$ cat config.mk
export PLATFORM = sky130hd
export DESIGN_NAME = adc_cmd_front
export DESIGN_NICKNAME = d
export VERILOG_FILES = /design/src/rtl/adc_fe_pkg.sv /design/src/rtl/adc_shift_engine.sv /design/src/rtl/adc_slot_regs.sv /design/src/rtl/adc_cmd_front.sv
export SDC_FILE = /design/constraint.sdc
export NUM_CORES = 1
export LEC_CHECK = 0
export BUFFER_PORTS_ARGS = -buffer_cell sky130_fd_sc_hd__buf_2
export CORE_ASPECT_RATIO = 1.75
export CORE_MARGIN = 5
export CORE_UTILIZATION = 55
export CTS_BUF_LIST = sky130_fd_sc_hd__clkbuf_8 sky130_fd_sc_hd__clkbuf_16
export DETAILED_ROUTE_END_ITERATION = 7
export GPL_TIMING_DRIVEN = 1
export PLACE_DENSITY = 0.73
export SETUP_SLACK_MARGIN = 0.15
export SLEW_MARGIN = 30
export SYNTH_ARGS = -nofsm -noshare
export SYNTH_HDL_FRONTEND = slang
export SYNTH_SLANG_ARGS = --single-unit
$ cat constraint.sdc
create_clock -name clk -period 2.5 [get_ports clk]
set_clock_uncertainty 0.2 [all_clocks]
set_input_delay 0.5 -clock clk [delete_from_list [all_inputs] [get_ports clk]]
set_output_delay 0.5 -clock clk [all_outputs]
set_load 0.02 [all_outputs]
$ cat src/rtl/adc_fe_pkg.sv
package adc_fe_pkg;
  localparam int CMD_W    = 8;
  localparam int RES_W    = 16;
  localparam int OFS_LO   = 0;
  localparam int OFS_HI   = 1;
  localparam int OFS_CMD  = 2;
  localparam int OFS_STAT = 3;
  localparam int ST_READY = 7;
  localparam int ST_OVR   = 6;
  localparam int ST_IRQ   = 4;
  localparam int ST_CLEAR_OVR = 6;
endpackage

$ cat src/rtl/adc_shift_engine.sv
module adc_shift_engine #(
  parameter int CLK_DIV = 4,
  parameter int CMD_W   = 8,
  parameter int RES_W   = 16
) (
  input  logic             clk,
  input  logic             rst,
  input  logic             start,
  input  logic [CMD_W-1:0] cmd,
  input  logic             miso,
  output logic             busy,
  output logic             done,
  output logic [RES_W-1:0] result,
  output logic             sclk,
  output logic             cs_n,
  output logic             mosi
);
  localparam int DIV_W = $clog2(CLK_DIV + 1);
  localparam int BIT_W = $clog2(RES_W);

  logic [DIV_W-1:0] div_cnt;
  logic [BIT_W-1:0] bit_cnt;
  logic [RES_W-1:0] tx_sh, rx_sh, res_q;
  logic sclk_q, cs_q, busy_q, tick;

  assign tick   = busy_q && (div_cnt == DIV_W'(CLK_DIV - 1));
  assign done   = tick && sclk_q && (bit_cnt == BIT_W'(RES_W - 1));
  assign busy   = busy_q;
  assign result = res_q;
  assign sclk   = sclk_q;
  assign cs_n   = cs_q;
  assign mosi   = tx_sh[RES_W-1];

  always_ff @(posedge clk) begin
    if (rst) begin
      div_cnt <= '0;
      bit_cnt <= '0;
      tx_sh   <= '0;
      rx_sh   <= '0;
      res_q   <= '0;
      sclk_q  <= 1'b0;
      cs_q    <= 1'b1;
      busy_q  <= 1'b0;
    end else if (start && !busy_q) begin
      busy_q  <= 1'b1;
      cs_q    <= 1'b0;
      sclk_q  <= 1'b0;
      div_cnt <= '0;
      bit_cnt <= '0;
      tx_sh   <= {cmd, {(RES_W-CMD_W){1'b0}}};
    end else if (busy_q) begin
      div_cnt <= tick ? '0 : div_cnt + 1'b1;
      if (tick && !sclk_q) begin
        sclk_q <= 1'b1;
        rx_sh  <= {rx_sh[RES_W-2:0], miso};
      end
      if (tick && sclk_q) begin
        sclk_q  <= 1'b0;
        tx_sh   <= {tx_sh[RES_W-2:0], 1'b0};
        bit_cnt <= bit_cnt + 1'b1;
        if (done) begin
          busy_q <= 1'b0;
          cs_q   <= 1'b1;
          res_q  <= rx_sh;
        end
      end
    end
  end

  // checker: count rising serial clock edges inside one frame
  logic             sclk_prev;
  logic [BIT_W:0]   rises;
  always_ff @(posedge clk) begin
    if (rst) begin
      sclk_prev <= 1'b0;
      rises     <= '0;
    end else begin
      sclk_prev <= sclk_q;
      if (cs_q && !done)
        rises <= '0;
      else if (sclk_q && !sclk_prev)
        rises <= rises + 1'b1;
    end
  end

  p_frame_len_r3: assert property (@(posedge clk) disable iff (rst)
    $rose(cs_q) |-> (rises == (BIT_W+1)'(RES_W)));
  p_sclk_idle_r3: assert property (@(posedge clk) disable iff (rst)
    cs_q |-> !sclk_q);
  p_mosi_on_fall_r4: assert property (@(posedge clk) disable iff (rst)
    (!cs_q && $past(!cs_q) && sclk_q) |-> $stable(tx_sh[RES_W-1]));
endmodule

$ cat src/rtl/adc_slot_regs.sv
module adc_slot_regs #(
  parameter int CMD_W = 8,
  parameter int RES_W = 16
) (
  input  logic             clk,
  input  logic             rst,
  input  logic             wr_cmd,
  input  logic             wr_stat,
  input  logic [7:0]       wdata,
  input  logic             busy,
  input  logic             done,
  output logic             start,
  output logic [CMD_W-1:0] cmd_q,
  output logic [7:0]       stat,
  output logic             ready,
  output logic             irq
);
  import adc_fe_pkg::*;

  logic       rdy_q, ovr_q;
  logic [3:0] ctl_q;

  assign start = wr_cmd && !busy;
  assign ready = rdy_q;
  assign irq   = rdy_q && ctl_q[0];
  assign stat  = {rdy_q, ovr_q, 1'b0, rdy_q & ctl_q[0], ctl_q};

  always_ff @(posedge clk) begin
    if (rst) begin
      cmd_q <= '0;
      rdy_q <= 1'b0;
      ovr_q <= 1'b0;
      ctl_q <= '0;
    end else begin
      if (wr_cmd) begin
        if (busy) begin
          ovr_q <= 1'b1;
        end else begin
          cmd_q <= wdata[CMD_W-1:0];
          rdy_q <= 1'b0;
        end
      end
      if (done)
        rdy_q <= 1'b1;
      if (wr_stat) begin
        ctl_q <= wdata[3:0];
        if (wdata[ST_CLEAR_OVR])
          ovr_q <= 1'b0;
      end
    end
  end

  p_busy_write_ovr_r7: assert property (@(posedge clk) disable iff (rst)
    (wr_cmd && busy) |=> ovr_q);
  p_busy_write_keeps_cmd_r7: assert property (@(posedge clk) disable iff (rst)
    (wr_cmd && busy) |=> $stable(cmd_q));
  p_accept_clears_ready_r6: assert property (@(posedge clk) disable iff (rst)
    (wr_cmd && !busy) |=> !rdy_q);
endmodule

$ cat src/rtl/adc_cmd_front.sv
module adc_cmd_front #(
  parameter int NSLOT   = 2,
  parameter int CLK_DIV = 4,
  parameter int AW      = $clog2(NSLOT) + 2
) (
  input  logic             clk,
  input  logic             rst,
  input  logic [AW-1:0]    host_addr,
  input  logic             host_wr,
  input  logic [7:0]       host_wdata,
  output logic [7:0]       host_rdata,
  output logic             irq,
  output logic [NSLOT-1:0] adc_sclk,
  output logic [NSLOT-1:0] adc_cs_n,
  output logic [NSLOT-1:0] adc_mosi,
  input  logic [NSLOT-1:0] adc_miso
);
  import adc_fe_pkg::*;

  localparam int SLOT_W = AW - 2;

  logic [SLOT_W-1:0] slot_sel;
  logic [1:0]        reg_sel;
  assign slot_sel = host_addr[AW-1:2];
  assign reg_sel  = host_addr[1:0];

  logic [7:0]       stat_a   [NSLOT];
  logic [CMD_W-1:0] cmd_a    [NSLOT];
  logic [RES_W-1:0] res_a    [NSLOT];
  logic [NSLOT-1:0] busy_v, done_v, start_v, ready_v, irq_v, wr_cmd_v, wr_stat_v;

  for (genvar g = 0; g < NSLOT; g++) begin : g_slot
    assign wr_cmd_v[g]  = host_wr && (slot_sel == SLOT_W'(g)) && (reg_sel == 2'(OFS_CMD));
    assign wr_stat_v[g] = host_wr && (slot_sel == SLOT_W'(g)) && (reg_sel == 2'(OFS_STAT));

    adc_slot_regs #(.CMD_W(CMD_W), .RES_W(RES_W)) u_regs (
      .clk(clk), .rst(rst),
      .wr_cmd(wr_cmd_v[g]), .wr_stat(wr_stat_v[g]), .wdata(host_wdata),
      .busy(busy_v[g]), .done(done_v[g]),
      .start(start_v[g]), .cmd_q(cmd_a[g]), .stat(stat_a[g]),
      .ready(ready_v[g]), .irq(irq_v[g])
    );

    adc_shift_engine #(.CLK_DIV(CLK_DIV), .CMD_W(CMD_W), .RES_W(RES_W)) u_eng (
      .clk(clk), .rst(rst),
      .start(start_v[g]), .cmd(host_wdata[CMD_W-1:0]), .miso(adc_miso[g]),
      .busy(busy_v[g]), .done(done_v[g]), .result(res_a[g]),
      .sclk(adc_sclk[g]), .cs_n(adc_cs_n[g]), .mosi(adc_mosi[g])
    );

    p_ready_at_frame_end_r6: assert property (@(posedge clk) disable iff (rst)
      $rose(ready_v[g]) |-> $rose(adc_cs_n[g]));
    p_start_frame_r3: assert property (@(posedge clk) disable iff (rst)
      (wr_cmd_v[g] && !busy_v[g]) |=> !adc_cs_n[g]);
  end

  logic [7:0] rd_mux;
  always_comb begin
    unique case (reg_sel)
      2'(OFS_LO):  rd_mux = res_a[slot_sel][7:0];
      2'(OFS_HI):  rd_mux = res_a[slot_sel][15:8];
      2'(OFS_CMD): rd_mux = cmd_a[slot_sel];
      default:     rd_mux = stat_a[slot_sel];
    endcase
  end

  always_ff @(posedge clk) begin
    if (rst) begin
      host_rdata <= '0;
      irq        <= 1'b0;
    end else begin
      host_rdata <= rd_mux;
      irq        <= |irq_v;
    end
  end

  p_irq_follows_r8: assert property (@(posedge clk) disable iff (rst)
    (|irq_v) |=> irq);
endmodule

; Word-level counts from Yosys, hierarchy flattened
; Cells that the tools add are included.
[op_classes]
n_addsub = 4
magnitude_cmp = 1
n_eq_ne = 9
mux = 52
n_bitwise = 8
reduce_logical = 54
[ops]
columns = operator, count
row1 = two-way mux 16 bit, 9
row2 = two-way mux 8 bit, 6
row3 = two-way mux 1 bit, 34
row4 = one-hot mux 8 bit (3 select lines), 1
row5 = logical AND 1 bit, 20
row6 = AND reduction 2 bit, 10
row7 = nonzero test 2 bit, 10
row8 = AND reduction 3 bit, 4
row9 = adder 4 x 1 -> 4 bit (second input constant), 2
row10 = == test 4 bit (second input constant), 2
row11 = AND reduction 4 bit, 2
row12 = adder 3 x 1 -> 3 bit (second input constant), 2
row13 = == test 3 x 2 -> 1 bit (second input constant), 2
row14 = two-way mux 3 bit, 2
row15 = OR reduction 2 bit, 3
row16 = NOT 1 bit, 5
row17 = == test 2 bit (second input constant), 2
row18 = logical NOT 1 bit, 4
row19 = inequality test 2 x 1 -> 1 bit (second input constant), 2
row20 = AND 1 bit, 2
row21 = == test 2 x 1 -> 1 bit (second input constant), 1
row22 = greater-or-equal comparator 2 bit (second input constant), 1
row23 = logical NOT 2 bit, 1
row24 = NOT 1 -> 2 bit, 1
[word_totals]
register_bits = 137
out_inout_bits = 15

; Logic depth before layout (Yosys ltp)
[depth]
word_depth = 8
ltp_mapped = 8

; Modules after synthesis
; From an unflattened synthesis, not the netlist that was laid out.
[unflattened]
hier_cells = 663
hier_area_um2 = 6093.3
[modules_own_cells]
columns = module, instances, cells_per_inst, area_per_inst_um2
row1 = adc_shift_engine, 2, 232, 1990.7
row2 = adc_slot_regs, 2, 62, 666.9
row3 = adc_cmd_front, 1, 75, 778.2

; Worst setup path before layout
; OpenSTA, ideal clock, no wires.
[synth_timing]
kind = in2reg
from = input host_addr[0]
to = register host_rdata[6]
setup_ps = 128
arrival_time_ps = 1586
required_ps = 2172
slack_ps = 587
path_stages = 5
path_buffers = 2
cell_sequence = buf_2 buf_4 mux4_2 mux2i_1 nor2_1
[synth_via]
elab_chain_len = 2
word_cells_on_any_way = 4
cone_classes = eq/ne (2) / mux (1) / reduce/logical (1)
[synth_lines]
columns = element, line_no
row1 = "start, declared", adc_cmd_front.sv:8  ; input logic [AW-1:0] host_addr,
row2 = == test 2 bit (tied with other cells), adc_cmd_front.sv:59  ; unique case (reg_sel)
row3 = one-hot mux 8 bit (3 select lines) (*), adc_cmd_front.sv:59
row4 = "end signal, assigned", adc_cmd_front.sv:72  ; host_rdata <= rd_mux;
row5 = "end, declared", adc_cmd_front.sv:11  ; output logic [7:0] host_rdata,
; Mark *: on every way between the ends. The rest lies on a longest branch, timed or not.
; A chain may end at the register's enable or synchronous reset.

; Worst setup path after layout
[layout_timing]
from = register g_slot[0].u_eng.div_cnt[0]
to = register g_slot[0].u_eng.res_q[10]
[layout_via]
elab_chain_len = 5
[layout_lines]
columns = element, line_no
row1 = "start, declared", adc_shift_engine.sv:21  ; logic [DIV_W-1:0] div_cnt;
row2 = "start signal, assigned", adc_shift_engine.sv:52  ; div_cnt <= tick ? '0 : div_cnt + 1'b1;
row3 = == test 3 x 2 -> 1 bit (*), adc_shift_engine.sv:26  ; assign tick = busy_q && (div_cnt == DIV_W'(CLK_DIV - 1));
row4 = logical AND 1 bit (*), adc_shift_engine.sv:26
row5 = logical AND 1 bit (*), "adc_shift_engine.sv:27, adc_shift_engine.sv:57"
row6 = logical AND 1 bit, adc_shift_engine.sv:27  ; assign done = tick && sclk_q && (bit_cnt == BIT_W'(RES_W - 1));
row7 = AND reduction 4 bit (no line) (*), n/a
row8 = "end signal, assigned", adc_shift_engine.sv:64  ; res_q <= rx_sh;
row9 = "end, declared", adc_shift_engine.sv:23  ; logic [RES_W-1:0] tx_sh, rx_sh, res_q;
; Marked as above.

==> metrics.md <==
| Metric | Value |
|---|---|
| Setup TNS | `0 ns` |
| PD cells | `795.5 nW/µm²` |
| Vias in the first global route | `~4.1k` |
| Area delta synth->final | `13.65%` |
| Vias/cell | `around 5.6` |
| CTS tree | `yes` |
| Clock Latency Late Sink | `0.42 ns` |
| Max_cap viols | `0` |
| Tightest Hold Check Type | `in2reg` |
| Htree depth | `4` |
| DRT iter0 DRCs | `a little over 300` |
| Worst Path Max Fanout | `18` |
| Root Buffer | `clkbuf_16` |
| Syn Std Cell Area | `roughly 5400 µm²` |
| Hold Path Stages | `3` |
| Crit. End Element | `flip-flop` |
| Initial Util | `55.51%` |
| CTS Buf Count | `17` |
| Die Area | `12050 µm²` |
| # fillers | `828` |
| Die span in x | `about 85 µm` |
| Commonest non-fill, non-tap cell in the layout | `nand2_1` |
| YS warnings | `0` |
| Pin count of the biggest net entering global routing | `50` |
| Clock sinks | `between 100 and 150` |
| Commonest non-fill, non-tap cells in the layout | `nand2_1 (201), dfxtp_1 (137), a21oi_1 (97), buf_2 (29), nor2_1 (27)` |
| DRT antenna net count | `0` |
| Leak Pwr | `2.264 nW` |
| PostCTS Resize Cnt | `0` |
| R2R cell count | `6` |
| Synthesized area per cell | `8.680 µm²` |
| Post-route setup slack | `~0.32 ns` |
| Fraction of layout cells with a size suffix above 1 | `14.59%` |
| CP Class | `reg2reg` |
| Deepest clock path buffer count | `2` |
| Status | `finished clean` |
| # IOs | `31` |
| Final setup violation count | `0` |
| Row count | `48` |
| Cell variety after synth | `40` |
| Die H | `between 100 and 150 µm` |
| Port Buffers | `30` |
| Average wire per standard cell | `16.35 µm` |
| Hold_buf cts | `0` |
| Critical path data arrival time | `2.32 ns` |
| Routed via count | `4350` |
| Pre-Repair DR Iteration Count | `5` |
| Crit path max-delay cell type | `and4b_1` |
| Net Count, Synth | `646` |
| Routed WL | `12690 µm` |
| Post-DP HPWL | `8800 µm` |
| Max-slew headroom | `62.09%` |
| Worst stage delay on the critical path | `0.59 ns` |
| Setup repair bufs after CTS | `0` |
| Pre-CTS worst setup slack | `roughly 0.38 ns` |
| Synthesized netlist cell count | `626` |
| Ant. Diodes | `0` |
| Clk slew on worst S/H paths | `0.06 ns` |
| Min cycle time layout | `2.179 ns` |
| Final period util | `87.14%` |
| VDD IR max | `0.6840 mV` |
| Seq/Total Area, Yosys | `50.47%` |
| Final core occ | `63.09%` |
| First-pass GRT wire length | `20360 µm` |
| Hold Vio Cnt, Final | `0` |
| Fin. max-slew vios | `0` |
| GRT overflow | `0` |
| Remaining DRCs | `0` |
| Routability cong. | `roughly 0.84` |
| Synth area leader | `dfxtp_1` |
| #FFs+latches synth | `137` |
| Critical Path, Cell by Cell | `ha_1 > and4b_1 > and4_1 > buf_4 > nand2_1 > a21oi_1` |
| Nets | `around 660` |
| Core ar. | `9789 µm²` |
| Top cells by area, synth | `dfxtp_1 (50%), nand2_1 (14%), a21oi_1 (8.9%), mux4_2 (5.0%), mux2i_1 (2.9%)` |
| Overall Global Routing Usage | `between 20% and 30%` |
| Worst EP required | `2.64 ns` |
| CP Launch Type | `flip-flop` |
| Least-Margin Pin Slew | `0.5681 ns` |
| Max Clock Freq | `between 400 and 500 MHz` |
| RSZ-0062 raised after global routing | `no` |
| Top cell type's share of synthesized area | `50.47%` |
| Initial antenna violation count | `0` |
==> worst max-delay path, delay by kind of cell (launching register included) <==
kind                     cells  cell delay (ns)
AO/OA/AOI/OAI                1             0.15
flip-flops                   1             0.35
AND/OR/NAND/NOR              3             0.96
buffers and inverters        1             0.22
adder cells (fa/ha/maj)      1             0.22
==> per-layer routing <==
metal	vias to the layer above	share of wire, %	global-route usage, %
li1	2128	-	-
met1	2083	40	24.23
met2	117	54	39.02
met3	22	4.1	4.184
met4	0	2.1	9.341
met5	-	0	0
==> kinds of logic after synthesis <==
family	after synthesis	share of synthesized area, %
multiplexers	30	8.335
AND/OR/NAND/NOR	266	20.77
AO/OA/AOI/OAI	126	12.55
adder cells (fa/ha/maj)	4	0.9211
flip-flops	137	50.47
buffers and inverters	56	5.825
XOR/XNOR	7	1.128
==> through the flow <==
step,area [µm²],hold slack (ns),total power [W],instances
2_1_floorplan,5434,0.2135,0.002372,626
3_5_place_dp,5572,0.2389,0.002423,744
6_report,6176,0.1216,0.004913,776
3_3_place_gp,5572,0.2240,0.002420,744
5_1_grt,6176,0.1348,0.005051,776
4_1_cts,6176,0.1147,0.004936,776
==> flip-flops by register name, indices dropped and copies added (netlist names), 6 cells and up <==
name,count
g_slot.u_eng.result,32
g_slot.u_eng.rx_sh,32
g_slot.u_eng.tx_sh,16
g_slot.u_regs.cmd_q,16
g_slot.u_eng.bit_cnt,8
g_slot.u_regs.ctl_q,8
host_rdata,8
g_slot.u_eng.div_cnt,6
==> cells in the mapped netlist <==
master,n
o31a_1,1
ha_1,4
buf_8,1
a221oi_1,1
and4b_1,4
o211ai_1,2
clkbuf_2,1
nand2b_1,6
or3_1,2
a22oi_1,3
inv_1,6
mux4_2,12
nor3_2,1
and2_2,1
mux2i_1,16
buf_6,5
a21oi_1,97
and2_1,2
a211oi_1,2
buf_4,11
nand4_2,2
o21ai_0,3
mux2_2,2
nor3b_1,2
xor2_1,4
nand3b_1,2
clkbuf_1,20
and4_1,2
nand4_1,2
nor4bb_1,1
xnor2_1,3
nor2_1,27
buf_2,12
nand2_1,201
a31oi_1,15
nor3_1,6
dfxtp_1,137
nor2b_1,2
nand3_1,3
a21oi_2,2
==> final timing paths <==
check,slack (ns),startpoint,to
worst max-delay path,0.32,g_slot[0].u_eng.div_cnt[0],g_slot[0].u_eng.result[10]
worst min-delay path,0.12,adc_miso[1],g_slot[1].u_eng.rx_sh[0]
worst max register to register,0.32,g_slot[0].u_eng.div_cnt[0],g_slot[0].u_eng.result[10]
worst min register to register,0.24,g_slot[1].u_eng.div_cnt[2],g_slot[1].u_eng.div_cnt[2]
==> power by group <==
| part | switching [W] | internal [W] | total (W) | leakage, nW |
|---|---|---|---|---|
| logic | 0.000104 | 0.0000577 | 0.000161 | 0.874 |
| clock network | 0.000969 | 0.00157 | 0.00254 | 0.285 |
| registers | 0.0000134 | 0.00220 | 0.00222 | 1.11 |
==> layout make-up <==
type                       count  area, µm²  share of cell area [%]
sequential                   137       2743                   44.41
multi-input combinational    433       2375                   38.45
clock buffer                  17      425.4                   6.888
timing repair buffer          43      275.3                   4.457
clock inverter                15      178.9                   2.897
tap                          125      156.4                   2.532
inverter                       6      22.52                  0.3647
Power figures use the tool's default switching activity.
